==> config.mk <==
export PLATFORM = sky130hd
export DESIGN_NAME = adc_seq_reader
export DESIGN_NICKNAME = d
export VERILOG_FILES = /design/src/rtl/adc_rd_pkg.sv /design/src/rtl/adc_rd_dpath.sv /design/src/rtl/adc_rd_ctrl.sv /design/src/rtl/adc_seq_reader.sv
export SDC_FILE = /design/constraint.sdc
export NUM_CORES = 1
export LEC_CHECK = 0
export BUFFER_PORTS_ARGS = -buffer_cell sky130_fd_sc_hd__buf_2
export CAP_MARGIN = 20
export CORE_MARGIN = 5
export CORE_UTILIZATION = 60
export DETAILED_ROUTE_END_ITERATION = 12
export PLACE_DENSITY = 0.87
export SLEW_MARGIN = 25
export SYNTH_ARGS = -nofsm -noshare
export SYNTH_HDL_FRONTEND = slang
export SYNTH_HIERARCHICAL = 1
export SYNTH_SLANG_ARGS = --single-unit
==> constraint.sdc <==
create_clock -name clk -period 3.83 [get_ports clk]
set_clock_uncertainty 0.15 [all_clocks]
set_input_delay 0.5745 -clock clk [delete_from_list [all_inputs] [get_ports clk]]
set_output_delay 0.5745 -clock clk [all_outputs]
set_load 0.02 [all_outputs]
==> src/rtl/adc_rd_pkg.sv <==
`timescale 1ns/1ps
package adc_rd_pkg;

  typedef enum logic [2:0] {
    ST_IDLE,
    ST_ACQ_LOW,
    ST_ACQ_WAIT,
    ST_CNV_LOW,
    ST_WAIT_EOC,
    ST_RD_LOW,
    ST_RELEASE
  } seqState_t;

  // strobes from control to datapath
  typedef struct packed {
    logic capReq;     // latch request options
    logic setPrev;    // remember power mode of this conversion
    logic latchData;  // capture the bus
    logic flagTmo;    // end-of-conversion timeout
  } seqStrobe_t;

  function automatic int unsigned nsToCyc(input longint unsigned ns,
                                          input longint unsigned hz);
    longint unsigned prod;
    longint unsigned cyc;
    prod = ns * hz;
    cyc  = (prod + 64'd999_999_999) / 64'd1_000_000_000;
    if (cyc == 64'd0) cyc = 64'd1;
    return cyc[31:0];
  endfunction

  function automatic int unsigned maxU(input int unsigned a, input int unsigned b);
    return (a > b) ? a : b;
  endfunction

endpackage

==> src/rtl/adc_rd_dpath.sv <==
`timescale 1ns/1ps
module adc_rd_dpath
  import adc_rd_pkg::*;
#(
  parameter int unsigned DATA_W = 14
) (
  input  logic              clk,
  input  logic              rstN,
  input  seqStrobe_t        strb,
  input  logic              shutdownAfter,
  input  logic              bipolar,
  input  logic              adcEocN,
  input  logic [DATA_W-1:0] adcData,
  output logic              modeShdn,
  output logic              prevShdn,
  output logic              eocLow,
  output logic [DATA_W-1:0] result,
  output logic              resultValid,
  output logic              timeoutErr
);

  logic              bipQ;
  logic [1:0]        eocSync;
  logic [DATA_W-1:0] wordConv;

  // offset binary to two's complement: flip the sign bit
  always_comb begin
    wordConv = adcData;
    if (bipQ) wordConv[DATA_W-1] = ~adcData[DATA_W-1];
  end

  always_ff @(posedge clk or negedge rstN) begin
    if (!rstN) begin
      modeShdn    <= 1'b0;
      bipQ        <= 1'b0;
      prevShdn    <= 1'b1;   // reference state unknown after reset
      eocSync     <= 2'b11;
      result      <= '0;
      resultValid <= 1'b0;
      timeoutErr  <= 1'b0;
    end else begin
      eocSync     <= {eocSync[0], adcEocN};
      resultValid <= strb.latchData;
      timeoutErr  <= strb.flagTmo;
      if (strb.capReq) begin
        modeShdn <= shutdownAfter;
        bipQ     <= bipolar;
      end
      if (strb.setPrev)   prevShdn <= modeShdn;
      if (strb.latchData) result   <= wordConv;
    end
  end

  assign eocLow = ~eocSync[1];


  valid_pulse_chk: assert property (@(posedge clk) disable iff (!rstN)
    resultValid |=> !resultValid);


  tmo_excl_chk: assert property (@(posedge clk) disable iff (!rstN)
    timeoutErr |-> !resultValid);

endmodule

==> src/rtl/adc_rd_ctrl.sv <==
`timescale 1ns/1ps
module adc_rd_ctrl
  import adc_rd_pkg::*;
#(
  parameter int unsigned CNT_W     = 8,
  parameter int unsigned EDGE_CYC  = 8,
  parameter int unsigned ACQ_REST  = 192,
  parameter int unsigned WAKE_REST = 192,
  parameter int unsigned RD_CYC    = 8,
  parameter int unsigned REL_CYC   = 8,
  parameter int unsigned TMO_REST  = 100
) (
  input  logic       clk,
  input  logic       rstN,
  input  logic       sampleReq,
  input  logic       modeShdn,
  input  logic       prevShdn,
  input  logic       eocLow,
  output logic       adcCsN,
  output logic       adcRdConv,
  output seqStrobe_t strb
);

  localparam logic [CNT_W-1:0] EDGE_LAST = CNT_W'(EDGE_CYC - 1);
  localparam logic [CNT_W-1:0] ACQ_LAST  = CNT_W'(ACQ_REST - 1);
  localparam logic [CNT_W-1:0] WAKE_LAST = CNT_W'(WAKE_REST - 1);
  localparam logic [CNT_W-1:0] RD_LAST   = CNT_W'(RD_CYC - 1);
  localparam logic [CNT_W-1:0] REL_LAST  = CNT_W'(REL_CYC - 1);
  localparam logic [CNT_W-1:0] TMO_LAST  = CNT_W'(TMO_REST - 1);

  seqState_t        state, nxt;
  logic [CNT_W-1:0] cnt;
  logic [CNT_W-1:0] acqLast;

  function automatic logic rdOf(input seqState_t s, input logic m);
    case (s)
      ST_ACQ_WAIT, ST_CNV_LOW: return m;
      ST_WAIT_EOC, ST_RD_LOW:  return 1'b1;
      default:                 return 1'b0;
    endcase
  endfunction

  function automatic logic csLow(input seqState_t s);
    return (s == ST_ACQ_LOW) || (s == ST_CNV_LOW) || (s == ST_RD_LOW);
  endfunction

  always_comb begin
    nxt     = state;
    strb    = '0;
    acqLast = prevShdn ? WAKE_LAST : ACQ_LAST;
    case (state)
      ST_IDLE: begin
        strb.capReq = sampleReq;
        if (sampleReq) nxt = ST_ACQ_LOW;
      end
      ST_ACQ_LOW:  if (cnt == EDGE_LAST) nxt = ST_ACQ_WAIT;
      ST_ACQ_WAIT: if (cnt == acqLast) nxt = ST_CNV_LOW;
      ST_CNV_LOW: begin
        strb.setPrev = 1'b1;
        if (cnt == EDGE_LAST) nxt = ST_WAIT_EOC;
      end
      ST_WAIT_EOC: begin
        if (eocLow && cnt >= EDGE_LAST) begin
          nxt = ST_RD_LOW;
        end else if (cnt >= TMO_LAST) begin
          strb.flagTmo = 1'b1;
          nxt = ST_RELEASE;
        end
      end
      ST_RD_LOW: begin
        if (cnt == RD_LAST) begin
          strb.latchData = 1'b1;
          nxt = ST_RELEASE;
        end
      end
      ST_RELEASE:  if (cnt == REL_LAST) nxt = ST_IDLE;
      default:     nxt = ST_IDLE;
    endcase
  end

  always_ff @(posedge clk or negedge rstN) begin
    if (!rstN) begin
      state     <= ST_IDLE;
      cnt       <= '0;
      adcCsN    <= 1'b1;
      adcRdConv <= 1'b0;
    end else begin
      state     <= nxt;
      cnt       <= (nxt != state || nxt == ST_IDLE) ? '0 : cnt + 1'b1;
      adcCsN    <= ~csLow(nxt);
      adcRdConv <= rdOf(nxt, modeShdn);
    end
  end


  acq_rd_low_chk: assert property (@(posedge clk) disable iff (!rstN)
    ($fell(adcCsN) && state == ST_ACQ_LOW) |-> !adcRdConv);


  fall_setup_chk: assert property (@(posedge clk) disable iff (!rstN)
    $fell(adcCsN) |-> $stable(adcRdConv));


  fall_hold_chk: assert property (@(posedge clk) disable iff (!rstN)
    $fell(adcCsN) |=> $stable(adcRdConv));


  cnv_mode_chk: assert property (@(posedge clk) disable iff (!rstN)
    ($fell(adcCsN) && state == ST_CNV_LOW) |-> (adcRdConv == modeShdn));


  read_after_eoc_chk: assert property (@(posedge clk) disable iff (!rstN)
    ($fell(adcCsN) && state == ST_RD_LOW) |-> $past(eocLow));

endmodule

==> src/rtl/adc_seq_reader.sv <==
`timescale 1ns/1ps
module adc_seq_reader
  import adc_rd_pkg::*;
#(
  parameter int unsigned CLK_HZ    = 100_000_000,
  parameter int unsigned DATA_W    = 14,
  parameter int unsigned EDGE_NS   = 80,
  parameter int unsigned ACQ_NS    = 2000,
  parameter int unsigned WAKE_NS   = 12_000_000,
  parameter int unsigned DATA_NS   = 80,
  parameter int unsigned RELINQ_NS = 80,
  parameter int unsigned TMO_NS    = 20_000
) (
  input  logic              clk,
  input  logic              rstN,
  input  logic              sampleReq,
  input  logic              shutdownAfter,
  input  logic              bipolar,
  output logic              adcCsN,
  output logic              adcRdConv,
  input  logic              adcEocN,
  input  logic [DATA_W-1:0] adcData,
  output logic [DATA_W-1:0] result,
  output logic              resultValid,
  output logic              timeoutErr
);

  localparam int unsigned EDGE_CYC  = nsToCyc(EDGE_NS, CLK_HZ);
  localparam int unsigned ACQ_CYC   = nsToCyc(ACQ_NS, CLK_HZ);
  localparam int unsigned WAKE_CYC  = nsToCyc(WAKE_NS, CLK_HZ);
  localparam int unsigned TMO_CYC   = nsToCyc(TMO_NS, CLK_HZ);
  localparam int unsigned ACQ_REST  = maxU(ACQ_CYC, 2 * EDGE_CYC) - EDGE_CYC;
  localparam int unsigned WAKE_REST = maxU(maxU(WAKE_CYC, ACQ_CYC), 2 * EDGE_CYC) - EDGE_CYC;
  localparam int unsigned TMO_REST  = maxU(TMO_CYC, 2 * EDGE_CYC + 1) - EDGE_CYC;
  localparam int unsigned RD_CYC    = maxU(nsToCyc(DATA_NS, CLK_HZ), EDGE_CYC);
  localparam int unsigned REL_CYC   = maxU(nsToCyc(RELINQ_NS, CLK_HZ), EDGE_CYC);
  localparam int unsigned MAX_CYC   = maxU(maxU(WAKE_REST, TMO_REST), maxU(RD_CYC, REL_CYC));
  localparam int unsigned CNT_W     = $clog2(MAX_CYC + 1);

  seqStrobe_t strb;
  logic       modeShdn;
  logic       prevShdn;
  logic       eocLow;

  adc_rd_ctrl #(
    .CNT_W    (CNT_W),
    .EDGE_CYC (EDGE_CYC),
    .ACQ_REST (ACQ_REST),
    .WAKE_REST(WAKE_REST),
    .RD_CYC   (RD_CYC),
    .REL_CYC  (REL_CYC),
    .TMO_REST (TMO_REST)
  ) u_ctrl (
    .clk      (clk),
    .rstN     (rstN),
    .sampleReq(sampleReq),
    .modeShdn (modeShdn),
    .prevShdn (prevShdn),
    .eocLow   (eocLow),
    .adcCsN   (adcCsN),
    .adcRdConv(adcRdConv),
    .strb     (strb)
  );

  adc_rd_dpath #(
    .DATA_W(DATA_W)
  ) u_dpath (
    .clk          (clk),
    .rstN         (rstN),
    .strb         (strb),
    .shutdownAfter(shutdownAfter),
    .bipolar      (bipolar),
    .adcEocN      (adcEocN),
    .adcData      (adcData),
    .modeShdn     (modeShdn),
    .prevShdn     (prevShdn),
    .eocLow       (eocLow),
    .result       (result),
    .resultValid  (resultValid),
    .timeoutErr   (timeoutErr)
  );

endmodule

=== Word level (Yosys, flattened, before mapping) ===
Cells that the tools add are included.

* Flip-flop bits (word level): 47
* Input port bits: 20
* Output and inout bits: 18
* Logic and storage cells: 59

* Add/sub/neg operators: 1
* $lt $le $gt $ge: 2
* Eq/ne operators: 14
* Mux-type cells: 20
* Bitwise gates (word level): 3
* Reduce and logical (&&, ||, !) cells: 8

{| class="wikitable"
|+ Operator list
! cell !! number
|-
| $mux W21 || 2
|-
| $mux W3 || 8
|-
| $add A21 B1 Y21 const B || 1
|-
| $eq A21 B21 Y1 || 1
|-
| $eq A21 B3 Y1 const B || 1
|-
| $ge A21 B11 Y1 const B || 1
|-
| $ge A21 B3 Y1 const B || 1
|-
| $pmux W3 S7 || 1
|-
| $eq A3 B3 Y1 const B || 5
|-
| $eq A3 B2 Y1 const B || 4
|-
| $mux W1 || 8
|-
| $eq A3 B1 Y1 const B || 2
|-
| $logic_not A3 Y1 || 2
|-
| $reduce_or A2 Y1 || 2
|-
| $logic_or A1 B1 Y1 || 3
|-
| $ne A3 B3 Y1 || 1
|-
| $not A1 Y1 || 3
|-
| $pmux W1 S2 || 1
|-
| $logic_and A1 B1 Y1 || 1
|}

=== Longest topological paths before layout ===
* Depth after elaboration: 8
* Mapped depth: 10
* Gate-level depth less buffers: 6

=== Hierarchy ===
Netlist, hierarchy kept.

{| class="wikitable"
|+ By module, submodules not included
! module !! times used !! cells each !! area each (µm²) !! sequential area each (µm²)
|-
| adc_rd_ctrl || 1 || 172 || 1762.9 || 651.9
|-
| adc_rd_dpath || 1 || 43 || 792.0 || 529.3
|}

=== Least setup slack after synthesis ===
OpenSTA, ideal clock, no wires.

* Kind: register to register
* From: reg u_ctrl.cnt[14]
* To: reg u_dpath.result[10]
* Setup time: 0.125 ns
* Arrival time: 2.238 ns
* Required time: 3.555 ns
* Setup slack: 1.316 ns
* Stages on the path, launching flop included: 10
* Buffers on the path: 4
* Clock period less this slack: 2.514 ns
* Path through: dfrtp_1 -> buf_6 -> nor4_4 -> nand3_2 -> or4_4 -> buf_6 -> nor2_1 -> buf_6 -> buf_12 -> mux2_4

{| class="wikitable"
|+ RTL lines
! element !! line !! RTL
|-
| start, declared || adc_rd_ctrl.sv:32 || <nowiki>logic [CNT_W-1:0] cnt;</nowiki>
|-
| start signal, assigned || adc_rd_ctrl.sv:89 || <nowiki>cnt <= (nxt != state || nxt == ST_IDLE) ? '0 : cnt + 1'b1;</nowiki>
|-
| end signal, assigned || adc_rd_dpath.sv:50 || <nowiki>if (strb.latchData) result <= wordConv;</nowiki>
|-
| end, declared || adc_rd_dpath.sv:17 || <nowiki>output logic [DATA_W-1:0] result,</nowiki>
|}

==> metrics.md <==
| Metric | Value |
|---|---|
| Status | finished clean |
| Antenna violations before repair | 0 |
| Die height | 75.3 µm |
| EDFF count, synth | 0 |
| Clock buffer count from CTS | 5 |
| Pint | 872 µW |
| Worst path max stage delay | 0.60 ns |
| Register clock-pin slew on the reported worst setup and hold paths | 0.08 ns |
| Worst-path cell chain | nor4_4, nand3_2, or4_4, nor2_1, buf_4, mux2_2 |
| Post-route minimum period | 2.64 ns |
| CTS tree | done |
| Vias in the first global route | 1853 |
| Mux contribution to synthesized area | 0.0823 |
| Initial Utilization | 0.630 |
| Post-CTS setup repair buffer count | 0 |
| CTS Buffer Depth | 2 |
| Ys flop type | dfrtp_1 |
| Final setup viols | 0 |
| Net Sw Power | 496 µW |
| Max_slew headroom | 0.479 |
| Core area | 4060 µm² |
| Clk Latency, worst-skew pair | 0.30 ns |
| Tcrit/Tclk final | 0.690 |
| Pwr per Cell Area | 491 nW/µm² |
| Crit path required time | 3.86 ns |
| Worst slack, placed | 1.23 ns |
| Area growth, synth to finish | 9.01% |
| CTS Sinks | 47 |
| Synth Area in Compound Gates | 0.0681 |
| Worst EP arrival | 2.68 ns |
| Asr flop ratio synth | 1.00 |
| IO Pins | 38 |
| Post_cts resized | 0 |
| # rows | 23 |
| Combinational cell fraction of total power | 0.319 |
| Ys Warns | 6 |
| Kind of critical path | reg2reg |
| Largest net degree at the start of global routing | 48 |
| Post-DP HPWL | 3740 µm |
| Post-synthesis adder-cell area fraction | 0.00490 |
| RSZ-0062 raised after global routing | false |
| Max VDD drop | 0.574 mV |
| RePlAce Congestion | 0.830 |
| WL per Instance | 17.4 µm |
| Die ar. | 5660 µm² |
| DRT Wirelength | 5220 µm |
| Crit-path leading delay family | simple AND/OR/NAND/NOR gates |
| Syn Area/Cell | 11.9 µm² |
| Critical Path Sink Type | flip-flop |
| Clk root buf | clkbuf_8 |
| First-pass DRT Iterations | 5 |
| LEAKAGE | 0.00126 µW |
| CTS Hold Bufs | 0 |
| Cell area after synthesis | 2550 µm² |
| Tot GR Track Use | 0.215 |
| Via count | 1838 |
| Seq/Total Area, Yosys | 0.462 |
| Final Hold Fails | 0 |
| FF+latch count, synth | 47 |
| # DRC | 0 |
| Sw Share | 0.362 |
| Inserted Diodes | 0 |
| Worst path buffer plus inverter count | 1 |
| Synth Area in Simple Gates | 0.256 |
| Most common cell after layout, fill and taps aside | dfrtp_1 |
| IO buf count | 37 |
| Clock network power share | 0.207 |
| GRT overflow | 0 |
| Library cells used by synthesis | 44 |
| # nets final | 271 |
| MaxCap Viol Count | 0 |
| H-tree depth | 2 |
| Initial DRC count | 114 |
| Most frequent cells in the layout | 43 x dfrtp_1, 36 x buf_2, 16 x nor4_2, 14 x nor2_1 |
| Mapped Cells | 215 |
| Max Freq | 378 MHz |
| Worst-path maximum fanout | 16 |
| Share of cells above drive strength 1 | 0.386 |
| Remaining antenna violation count | 0 |
| Slew @ Worst Pin | 0.780 ns |
| Via density | 6.11 |
| Combinational family with the most area after synthesis | simple AND/OR/NAND/NOR gates |
| Global-route wire length before repair | 8990 µm |
| Die X | 75.3 µm |
| Sequential power share | 0.473 |
| Crit start category | flip-flop |
| Setup ws final | 1.19 ns |
| Synth Area in XOR/XNOR | 0.0686 |
| Final number of max-transition violations | 0 |
| HP Class | in2async |
| Mapped Nets | 236 |
| Aggregate negative setup slack | 0 ns |
| Critical-path cell with the highest stage delay | or4_4 |
final cells by class:
class / count / area [µm²]
flip-flops and latches: 47 / 1180
clock buffers: 7 / 76.3
fillers: 303 / 1270
clock inverters: 1 / 5.00
multi-input cells: 150 / 1230
well taps: 50 / 62.6
inverters: 7 / 26.3
repair buffers: 39 / 203
synth_stat cells (4+ instances only):
cell / number / share of area
dfrtp_1: 43 / 0.42
nor4_2: 16 / 0.078
nor2_1: 14 / 0.021
nand2_1: 11 / 0.016
nor3_1: 11 / 0.022
xor2_1: 11 / 0.038
nand3_1: 10 / 0.020
xnor2_1: 9 / 0.031
mux2_2: 8 / 0.035
mux2_4: 8 / 0.047
buf_6: 7 / 0.031
inv_1: 7 / 0.010
nand4_1: 6 / 0.015
nor4_1: 6 / 0.015
and3_1: 4 / 0.0098
dfstp_2: 4 / 0.041
per-layer routing:
| metal | share of wire | vias up | GRT usage |
|---|---|---|---|
| li1 | - | 858 | - |
| met1 | 0.42 | 911 | 0.281 |
| met2 | 0.51 | 60 | 0.354 |
| met3 | 0.058 | 9 | 0.0374 |
| met4 | 0.018 | 0 | 0.0913 |
| met5 | 0 | - | 0 |
state kept, by name, indices dropped and copies added, names as in the netlist:
register and count:
u_ctrl/adcCsN 1, u_ctrl/adcRdConv 1, u_ctrl/cnt 21, u_ctrl/state 3, u_dpath/bipQ 1, u_dpath/eocSync 2, u_dpath/modeShdn 1, u_dpath/prevShdn 1
u_dpath/result 14, u_dpath/resultValid 1, u_dpath/timeoutErr 1
cells by family (layout without fill, tap and decap cells):
family,count (synthesis),count (layout)
xor gates and xnor gates,20,20
adders and majority gates,1,1
AOI/OAI and AO/OA,22,22
buffers and inverters,18,54
and+or+nand+nor,91,91
muxes,16,16
DFF,47,47
through the flow:
step | power [µW] | std cells | area [µm²] | hold slack [ns] | utilization
2_1_floorplan | 988 | 215 | 2550 | 0.129 | -
3_3_place_gp | 1060 | 293 | 2700 | 0.197 | 0.666
3_5_place_dp | 1090 | 293 | 2700 | 0.200 | 0.666
4_1_cts | 1380 | 301 | 2780 | 0.204 | 0.686
5_1_grt | 1460 | 301 | 2790 | 0.148 | 0.686
6_report | 1370 | 301 | 2790 | 0.119 | 0.686
power groups by stage:
stage	Sequential (µW)	Combinational (µW)	Clock (µW)
floorplan	663	324	0
global placement	650	413	0
detailed placement	655	434	0
CTS	646	438	295
global route	658	481	316
finish	647	437	283
final timing paths:
check	start	slack [ns]	end	cells past startpoint
min reg2reg	u_dpath/eocSync[0]	0.21	u_dpath/eocSync[1]	0
max reg2reg	u_ctrl/cnt[14]	1.19	u_dpath/result[0]	6
max	u_ctrl/cnt[14]	1.19	u_dpath/result[0]	6
max in group asynchronous	rstN	3.03	u_ctrl/cnt[10]	1
min	rstN	0.12	u_ctrl/state[1]	1
min in group clk	u_dpath/eocSync[0]	0.21	u_dpath/eocSync[1]	0
No activity file was read; power rests on OpenSTA's default activity.
